<file path="config.mk">
export PLATFORM = sky130hd
export DESIGN_NAME = twr_slave
export DESIGN_NICKNAME = d
export VERILOG_FILES = /design/src/rtl/twr_pkg.sv /design/src/rtl/twr_line_sync.sv /design/src/rtl/twr_regfile.sv /design/src/rtl/twr_slave.sv
export SDC_FILE = /design/constraint.sdc
export NUM_CORES = 2
export LEC_CHECK = 0
export ABC_AREA = 1
export BUFFER_PORTS_ARGS = -buffer_cell sky130_fd_sc_hd__buf_2
export CAP_MARGIN = 0
export CORE_AREA = 2 2 341 343
export DETAILED_ROUTE_END_ITERATION = 16
export DIE_AREA = 0 0 343 345
export SLEW_MARGIN = 0
export SYNTH_ARGS = -nofsm -noshare
export SYNTH_HDL_FRONTEND = slang
export SYNTH_SLANG_ARGS = --single-unit
</file>
<file path="constraint.sdc">
create_clock -name clk -period 2.2 [get_ports clk]
set_clock_uncertainty 0.1 [all_clocks]
set_input_delay 0.44 -clock clk [delete_from_list [all_inputs] [get_ports clk]]
set_output_delay 0.44 -clock clk [all_outputs]
set_load 0.02 [all_outputs]
</file>
<file path="src/rtl/twr_pkg.sv">
package twr_pkg;
    localparam int BYTE_W = 8;
    localparam int ADDR_W = 7;

    typedef enum logic [2:0] {
        S_IDLE,
        S_DEV,
        S_DEV_ACK,
        S_REG,
        S_REG_ACK,
        S_DAT,
        S_DAT_ACK,
        S_HOLD
    } twr_state_e;
endpackage

</file>
<file path="src/rtl/twr_line_sync.sv">
module twr_line_sync #(
    parameter int   STAGES  = 2,
    parameter logic RST_VAL = 1'b1
) (
    input  logic clk,
    input  logic rst_n,
    input  logic line_i,
    output logic sync_o,
    output logic prev_o
);
    logic [STAGES:0] pipe_q;

    always_ff @(posedge clk or negedge rst_n) begin
        if (!rst_n) pipe_q <= {(STAGES+1){RST_VAL}};
        else        pipe_q <= {pipe_q[STAGES-1:0], line_i};
    end

    assign sync_o = pipe_q[STAGES-1];
    assign prev_o = pipe_q[STAGES];
endmodule

</file>
<file path="src/rtl/twr_regfile.sv">
module twr_regfile #(
    parameter int AW = 7,
    parameter int DW = 8
) (
    input  logic          clk,
    input  logic          rst_n,
    input  logic          we_i,
    input  logic [AW-1:0] waddr_i,
    input  logic [DW-1:0] wdata_i,
    input  logic [AW-1:0] raddr_i,
    output logic [DW-1:0] rdata_o
);
    localparam int DEPTH = 1 << AW;
    logic [DW-1:0] mem_q [DEPTH];

    always_ff @(posedge clk or negedge rst_n) begin
        if (!rst_n) begin
            for (int i = 0; i < DEPTH; i++) mem_q[i] <= '0;
        end else if (we_i) begin
            mem_q[waddr_i] <= wdata_i;
        end
    end

    assign rdata_o = mem_q[raddr_i];
endmodule

</file>
<file path="src/rtl/twr_slave.sv">
module twr_slave
    import twr_pkg::*;
#(
    parameter int SYNC_STAGES = 2
) (
    input  logic              clk,
    input  logic              rst_n,
    input  logic              scl_i,
    input  logic              sda_i,
    output logic              sda_pull_o,
    input  logic [ADDR_W-1:0] dev_addr_i,
    input  logic              cont_en_i,
    output logic              wr_stb_o,
    output logic [ADDR_W-1:0] wr_addr_o,
    output logic [BYTE_W-1:0] wr_data_o,
    input  logic [ADDR_W-1:0] rd_addr_i,
    output logic [BYTE_W-1:0] rd_data_o
);
    localparam int CNT_W = $clog2(BYTE_W);
    localparam logic [CNT_W-1:0] LAST_BIT = CNT_W'(BYTE_W - 1);

    logic scl_s, scl_p, sda_s, sda_p;

    twr_line_sync #(.STAGES(SYNC_STAGES), .RST_VAL(1'b1)) u_scl_sync (
        .clk(clk), .rst_n(rst_n), .line_i(scl_i), .sync_o(scl_s), .prev_o(scl_p)
    );
    twr_line_sync #(.STAGES(SYNC_STAGES), .RST_VAL(1'b1)) u_sda_sync (
        .clk(clk), .rst_n(rst_n), .line_i(sda_i), .sync_o(sda_s), .prev_o(sda_p)
    );

    logic scl_rise, scl_fall, start_det, stop_det;
    assign scl_rise  = scl_s & ~scl_p;
    assign scl_fall  = ~scl_s & scl_p;
    assign start_det = scl_s & scl_p & sda_p & ~sda_s;
    assign stop_det  = scl_s & scl_p & ~sda_p & sda_s;

    twr_state_e state_q, state_d;
    logic [CNT_W-1:0]  bit_cnt_q;
    logic [BYTE_W-2:0] shift_q;
    logic [BYTE_W-1:0] byte_in;
    logic              bit_last, in_shift, in_ack;
    logic              ack_q, wr_stb_q;
    logic [ADDR_W-1:0] ptr_q, wr_addr_q;
    logic [BYTE_W-1:0] dat_q, wr_data_q;
    logic              commit;

    assign byte_in  = {shift_q, sda_s};
    assign bit_last = (bit_cnt_q == LAST_BIT);
    assign in_shift = (state_q == S_DEV) || (state_q == S_REG) || (state_q == S_DAT);
    assign in_ack   = (state_q == S_DEV_ACK) || (state_q == S_REG_ACK) || (state_q == S_DAT_ACK);
    assign commit   = (state_q == S_DAT_ACK) && scl_fall && ack_q;

    // next-state logic
    always_comb begin
        state_d = state_q;
        unique case (state_q)
            S_IDLE:    if (start_det) state_d = S_DEV;
            S_DEV:     if (scl_rise && bit_last)
                           state_d = (byte_in[BYTE_W-1:1] == dev_addr_i && !byte_in[0])
                                     ? S_DEV_ACK : S_IDLE;
            S_DEV_ACK: if (scl_fall && ack_q) state_d = S_REG;
            S_REG:     if (scl_rise && bit_last) state_d = S_REG_ACK;
            S_REG_ACK: if (scl_fall && ack_q) state_d = S_DAT;
            S_DAT:     if (scl_rise && bit_last) state_d = S_DAT_ACK;
            S_DAT_ACK: if (scl_fall && ack_q) state_d = cont_en_i ? S_DAT : S_HOLD;
            S_HOLD:    if (start_det) state_d = S_DEV;
            default:   state_d = S_IDLE;
        endcase
        if (stop_det)
            state_d = S_IDLE;
        else if (start_det && state_q != S_IDLE && state_q != S_HOLD)
            state_d = S_IDLE;
    end

    // state register
    always_ff @(posedge clk or negedge rst_n) begin
        if (!rst_n) state_q <= S_IDLE;
        else        state_q <= state_d;
    end

    // bit shifter
    always_ff @(posedge clk or negedge rst_n) begin
        if (!rst_n) begin
            bit_cnt_q <= '0;
            shift_q   <= '0;
        end else if (start_det || stop_det || !in_shift) begin
            bit_cnt_q <= '0;
        end else if (scl_rise) begin
            bit_cnt_q <= bit_cnt_q + 1'b1;
            shift_q   <= byte_in[BYTE_W-2:0];
        end
    end

    // outputs: acknowledge pull, register pointer, write strobe
    always_ff @(posedge clk or negedge rst_n) begin
        if (!rst_n) begin
            ack_q     <= 1'b0;
            ptr_q     <= '0;
            dat_q     <= '0;
            wr_stb_q  <= 1'b0;
            wr_addr_q <= '0;
            wr_data_q <= '0;
        end else begin
            wr_stb_q <= 1'b0;
            if (start_det || stop_det)
                ack_q <= 1'b0;
            else if (in_ack && scl_fall)
                ack_q <= ~ack_q;
            if (state_q == S_REG && scl_rise && bit_last)
                ptr_q <= byte_in[ADDR_W-1:0];
            if (state_q == S_DAT && scl_rise && bit_last)
                dat_q <= byte_in;
            if (commit) begin
                wr_stb_q  <= 1'b1;
                wr_addr_q <= ptr_q;
                wr_data_q <= dat_q;
                ptr_q     <= ptr_q + 1'b1;
            end
        end
    end

    assign sda_pull_o = ack_q;
    assign wr_stb_o   = wr_stb_q;
    assign wr_addr_o  = wr_addr_q;
    assign wr_data_o  = wr_data_q;

    twr_regfile #(.AW(ADDR_W), .DW(BYTE_W)) u_regs (
        .clk(clk), .rst_n(rst_n),
        .we_i(wr_stb_q), .waddr_i(wr_addr_q), .wdata_i(wr_data_q),
        .raddr_i(rd_addr_i), .rdata_o(rd_data_o)
    );

    // ---------------- assertions ----------------
    p_pull_in_ack_r2: assert property (@(posedge clk) disable iff (!rst_n)
        ack_q |-> in_ack);

    p_pull_on_scl_low_r11: assert property (@(posedge clk) disable iff (!rst_n)
        $rose(ack_q) |-> !$past(scl_s));

    p_release_on_scl_low_r11: assert property (@(posedge clk) disable iff (!rst_n)
        ($fell(ack_q) && !$past(start_det) && !$past(stop_det)) |-> !$past(scl_s));

    p_stb_single_r6: assert property (@(posedge clk) disable iff (!rst_n)
        wr_stb_q |=> !wr_stb_q);

    p_stb_after_ack_r6: assert property (@(posedge clk) disable iff (!rst_n)
        wr_stb_q |-> $past(state_q) == S_DAT_ACK);

    p_stop_idle_r9: assert property (@(posedge clk) disable iff (!rst_n)
        stop_det |=> state_q == S_IDLE);

    p_start_abort_r10: assert property (@(posedge clk) disable iff (!rst_n)
        (start_det && state_q != S_IDLE && state_q != S_HOLD) |=> state_q == S_IDLE);
endmodule

</file>
; Word level (Yosys, flattened, before mapping)
; Cells that the tools add are included.
[op_classes]
add_sub_neg = 2
eq_ne = 17
magnitude_cmp = 3
n_bitwise = 15
n_mux = 25
reduce_logical = 29
[op_table]
columns = cell, count
row1 = 1024-bit bitwise mux, 1
row2 = 8-bit binary-select mux with 7-bit select, 1
row3 = 8-bit demux with 7-bit select, 1
row4 = 3-bit two-way mux, 11
row5 = 8-bit two-way mux, 3
row6 = 4-bit by 2-bit inequality test with 1-bit output (second input constant), 6
row7 = 3-bit case mux with 7 select lines, 1
row8 = 8-bit greater-or-equal comparator (second input constant), 2
row9 = 7-bit inverter with 8-bit output, 2
row10 = 3-bit equality test (second input constant), 5
row11 = 7-bit two-way mux, 2
row12 = 1-bit logical AND, 13
row13 = 8-bit by 1-bit < comparator with 1-bit output (second input constant), 1
row14 = 7-bit by 1-bit adder with 7-bit output (second input constant), 1
row15 = 1-bit AND, 7
row16 = 7-bit equality test, 1
row17 = 7-bit AND reduction, 1
row18 = 3-bit by 2-bit equality test with 1-bit output (second input constant), 2
row19 = 1-bit logical OR, 6
row20 = 1-bit inverter, 6
row21 = 2-bit nonzero test, 3
row22 = 2-bit two-way mux, 2
row23 = 4-bit by 1-bit inequality test with 1-bit output (second input constant), 1
row24 = 3-bit by 1-bit adder with 3-bit output (second input constant), 1
row25 = 8 further kinds, 11
[word_totals]
out_inout_bits = 25
ff_bits = 1075
elab_cells = 230
inputBits = 19

; Logic depth before layout (Yosys ltp)
[depth]
word_depth = 7
depth_mapped = 14
mapped_depth_nobuf = 11

; Cells and area by module
; A second synthesis with hierarchy kept.
[unflattened]
cells_unflattened = 6143
hier_area_um2 = 49382.4
[by_module_without_submodules]
columns = module, cells_each, instances, area_per_inst_um2
row1 = twr_regfile, 5855, 1, 46895.0
row2 = twr_slave, 282, 1, 2329.7
row3 = twr_line_sync, 3, 2, 78.8

; Worst setup path before layout
; OpenSTA, ideal clock, no wires.
[synth_path]
kind = input -> output
startpoint = input rd_addr_i[0]
endpoint = output rd_data_o[0]
path_stages = 14
setup_slack_ps = -162
required_ps = 1660
arrival_time_ps = 1822
path_buffers = 3
cell_sequence = buf_2 inv_2 buf_2 clkbuf_1 nand2_1 nand3_1 nand3_1 nand3_1 nand2_1 nand2_1 nand3_1 nand2_1 nand2_1 nand2_1
[synth_between]
elab_chain_cells = 4
[synth_lines]
columns = element, line_no
row1 = "start, declared", twr_slave.sv:16  ; input logic [ADDR_W-1:0] rd_addr_i,
row2 = 7-bit inverter with 8-bit output (not written as such), twr_regfile.sv:24  ; assign rdata_o = mem_q[raddr_i];
row3 = 8-bit binary-select mux with 7-bit select, twr_regfile.sv:24
row4 = 8-bit two-way mux (not written as such) (2 in a row), twr_regfile.sv:24
row5 = "end, declared", twr_slave.sv:17  ; output logic [BYTE_W-1:0] rd_data_o
; No other way between the ends. The select of a mux whose other input is x is not followed.

; Worst setup path after layout
[layout_path]
startpoint = input rd_addr_i[0]
endpoint = output rd_data_o[6]
; Same word-level chain as after synthesis.

==> results.yml <==
logic_synthesis:
  yosysUniqueCellTypes: 39
  yosys_warnings: 0
  synth_top_cells_by_area: "dfrtp_1 (55%), nand2_1 (17%), nand3_1 (9.6%)"
  synth_seq_cells: 1075
  synth_nets: 6120
  synth_area_sq_mm: 0.0490
  yosys.area.top_type: "dfrtp_1"
  yosysSeqAreaShare_pct: 54.9
  netlist.area_leader.share_pct: 54.6
  synthesis.area_per_instance_sq_um: 8.04
  synth-edff-count: 0
  syn_inst: 6098
  dominantRegCellSynth: "dfrtp_1"
  synth-async-reset-ratio_pct: 100
cts:
  numCtsBuffers: 115
  clkTransAtPathRegs_ns: 0.06
  clock_latency_ns: 0.71
  clock_path_buffers: 3
  cts_tree: "done"
  root_buffer: "clkbuf_16"
  cts_htree_levels: 3
  cts_sinks: 1075
die:
  core.rowCount: 125
  num_io_pins: 44
  die_x_microns: 343
  die_y_microns: 345
  coreArea_sq_mm: 0.115
  start_util_pct: 42.6
  die-area_sq_mm: 0.118
sta:
  rsz0062_at_grt: "yes"
  finalSetupTns_ns: -4.46
  hold_viol: 0
  worst_pin_slew_ns: 0.645
  setup_violations: 8
  slew_headroom_pct: 56.9
  fin_crit_ns: 2.79
  setup_slack_ns: -0.585
  drv_slew: 0
  fmax_mhz: 359
  timing.final.crit_share_pct: 127
layout:
  area_growth_pct: 24.5
  final_common_cell: "nand2_1"
  drive_gt1_share_pct: 19.9
  fillers: 10700
  final_net_count: 6205
  stdcell_count: 7802
  diodes: 0
  final_cell_mix: "nand2_1 (2,054), dfrtp_1 (1,067), o21ai_0 (900)"
critical_path:
  critPathCaptureType: "primary output"
  critPathArrivalTime_ns: 2.25
  crit_type: "primary input to primary output"
  start_kind: "primary input"
  cp.required_ns: 1.66
  cp_max_fo: 8
  r2r_slack_ns: 0.11
route:
  wire_per_inst_microns: 21.2
  drc: 0
  vias: 43400
  wirelength_microns: 165000
  ant_nets: 0
  first_iter_violations: 4792
  drt_first_pass_iters: 6
  avgViaCountPerCell: 5.56
power_and_ir_drop:
  leakagePower_nw: 27.0
  p_per_area_mw_per_mm2: 726
  ir_drop_mv: 0.691
global_route:
  grt_use_total_pct: 27.2
  grt_pass1_wl_microns: 252000
  grt_overflow_total: 0
  antenna_found_initial: 2
  grt_max_degree: 103
  grt_pass1_vias: 41200
run_status:
  status: "complete, but fails checks"
  violations: "negative setup slack"
place:
  dp.cells: 7508
  place.gp.congestion: 0.915
  portBuffers: 43
  place_ws_ns: -0.930
  place_hpwl_microns: 102000
hold_path:
  hold_class: "primary input to flip-flop"
run:
  cap_violations: 0
-- registers in the layout (all words and copies together), names as in the netlist --
register and cells:
u_regs.mem_q 1024, dat_q 8, wr_data_o 8, ptr_q 7
shift_q 7, wr_addr_o 7, bit_cnt_q 3, state_q 3
u_scl_sync.pipe_q 3, u_sda_sync.pipe_q 3, sda_pull_o 1, wr_stb_o 1
-- path summary, 6_finish.rpt --
check | end | start | cells past startpoint
max | rd_data_o[6] | rd_addr_i[0] | 17
min | state_q[1]$_DFFE_PN0P_ | cont_en_i | 6
max reg2reg | u_regs.mem_q[61]$_DFFE_PN0P_ | wr_addr_o[0]$_DFFE_PN0P_ | 8
min reg2reg | u_sda_sync.pipe_q[1]$_DFF_PN1_ | u_sda_sync.pipe_q[0]$_DFF_PN1_ | 0
max in group asynchronous | u_regs.mem_q[307]$_DFFE_PN0P_ | rst_n | 3
min in group asynchronous | u_regs.mem_q[568]$_DFFE_PN0P_ | rst_n | 2
-- critical path, stage by stage --
cell	delay (ns)
buf_16	0.14
clkinv_16	0.10
buf_16	0.17
buf_16	0.17
buf_12	0.15
buf_16	0.14
nand2_1	0.07
nand3_1	0.09
nand3_2	0.09
nand3_2	0.09
nand2_2	0.09
nand2_2	0.05
nand3_1	0.09
nand2_2	0.06
nand2_2	0.07
nand2_4	0.06
buf_6	0.13
-- cell families (layout without fill, tap and decap cells) --
kind of cell	after synthesis	count (layout)	synth area share [%]
buf+inv	540	720	4.44
mux	1	1	0.0230
simple gates	3398	3398	29.4
flops	1075	1075	54.9
compound gates	1077	1077	11.1
xor+xnor	4	4	0.0715
fa+ha+maj	3	3	0.0766
-- cells in the mapped netlist, types with 2 or more instances --
library cell / n
o221ai_1: 2
nand3_1: 940
nand2_4: 10
buf_6: 2
nor3_1: 8
nor2_2: 11
nor3_4: 7
buf_1: 46
nand2_2: 32
a21oi_1: 115
buf_4: 14
nor4_4: 6
nand2_1: 2228
dfrtp_1: 1069
clkbuf_1: 352
inv_1: 47
a31oi_1: 2
o22ai_1: 2
inv_2: 14
nor2_4: 8
nor2_1: 136
o21ai_1: 50
xor2_1: 3
o21ai_0: 900
ha_1: 3
dfstp_2: 6
buf_2: 64
nor3_2: 2
nand4_1: 9
-- area by class of cell --
class,count,area [sq um],area share (%)
Multi-Input combinational cell,4483,22300,36.5
Timing Repair Buffer,446,5590,9.17
Sequential cell,1075,26900,44.1
Clock inverter,43,542,0.888
Tap cell,1524,1910,3.12
Clock buffer,169,3470,5.69
Inverter,62,320,0.525
-- power by group --
part           leakage [nW]  switching, W  total [W]  internal, W
logic                  10.0       0.00251    0.00387      0.00136
registers              15.0      0.000104     0.0200       0.0199
clock network          1.99       0.00829     0.0205       0.0122
-- repair_timing --
action | CTS | global route
hold buffers | 3 | 0
setup buffers | 19 | 25
cloned | 13 | 23
endpoints found under the hold margin | 465 | 0
setup endpoints to repair | 29 | 354
pin swaps | 30 | 157
gates resized for setup | 173 | 431
-- per-layer routing --
metal  up-vias  wire length (microns)  GRT usage (%)
met5         -                     11              0
met4         2                   4900           8.56
met3       273                  12700           4.81
met2      1564                  74700           41.3
met1     21300                  73100           39.4
li1      20300                      -              -
-- stage by stage --
stage / hold WS (ns) / util (%) / power (W) / cell area (sq um)
after floorplan: 0.0444 / - / 0.0218 / 49300
after global placement: 0.246 / 46.0 / 0.0234 / 53000
after detailed placement: 0.250 / 46.0 / 0.0234 / 53000
after CTS: 0.0748 / 50.8 / 0.0441 / 58400
after global routing: 0.131 / 53.0 / 0.0457 / 61000
final: 0.115 / 53.0 / 0.0443 / 61000
Note: power is estimated with default switching activity, not from simulation.
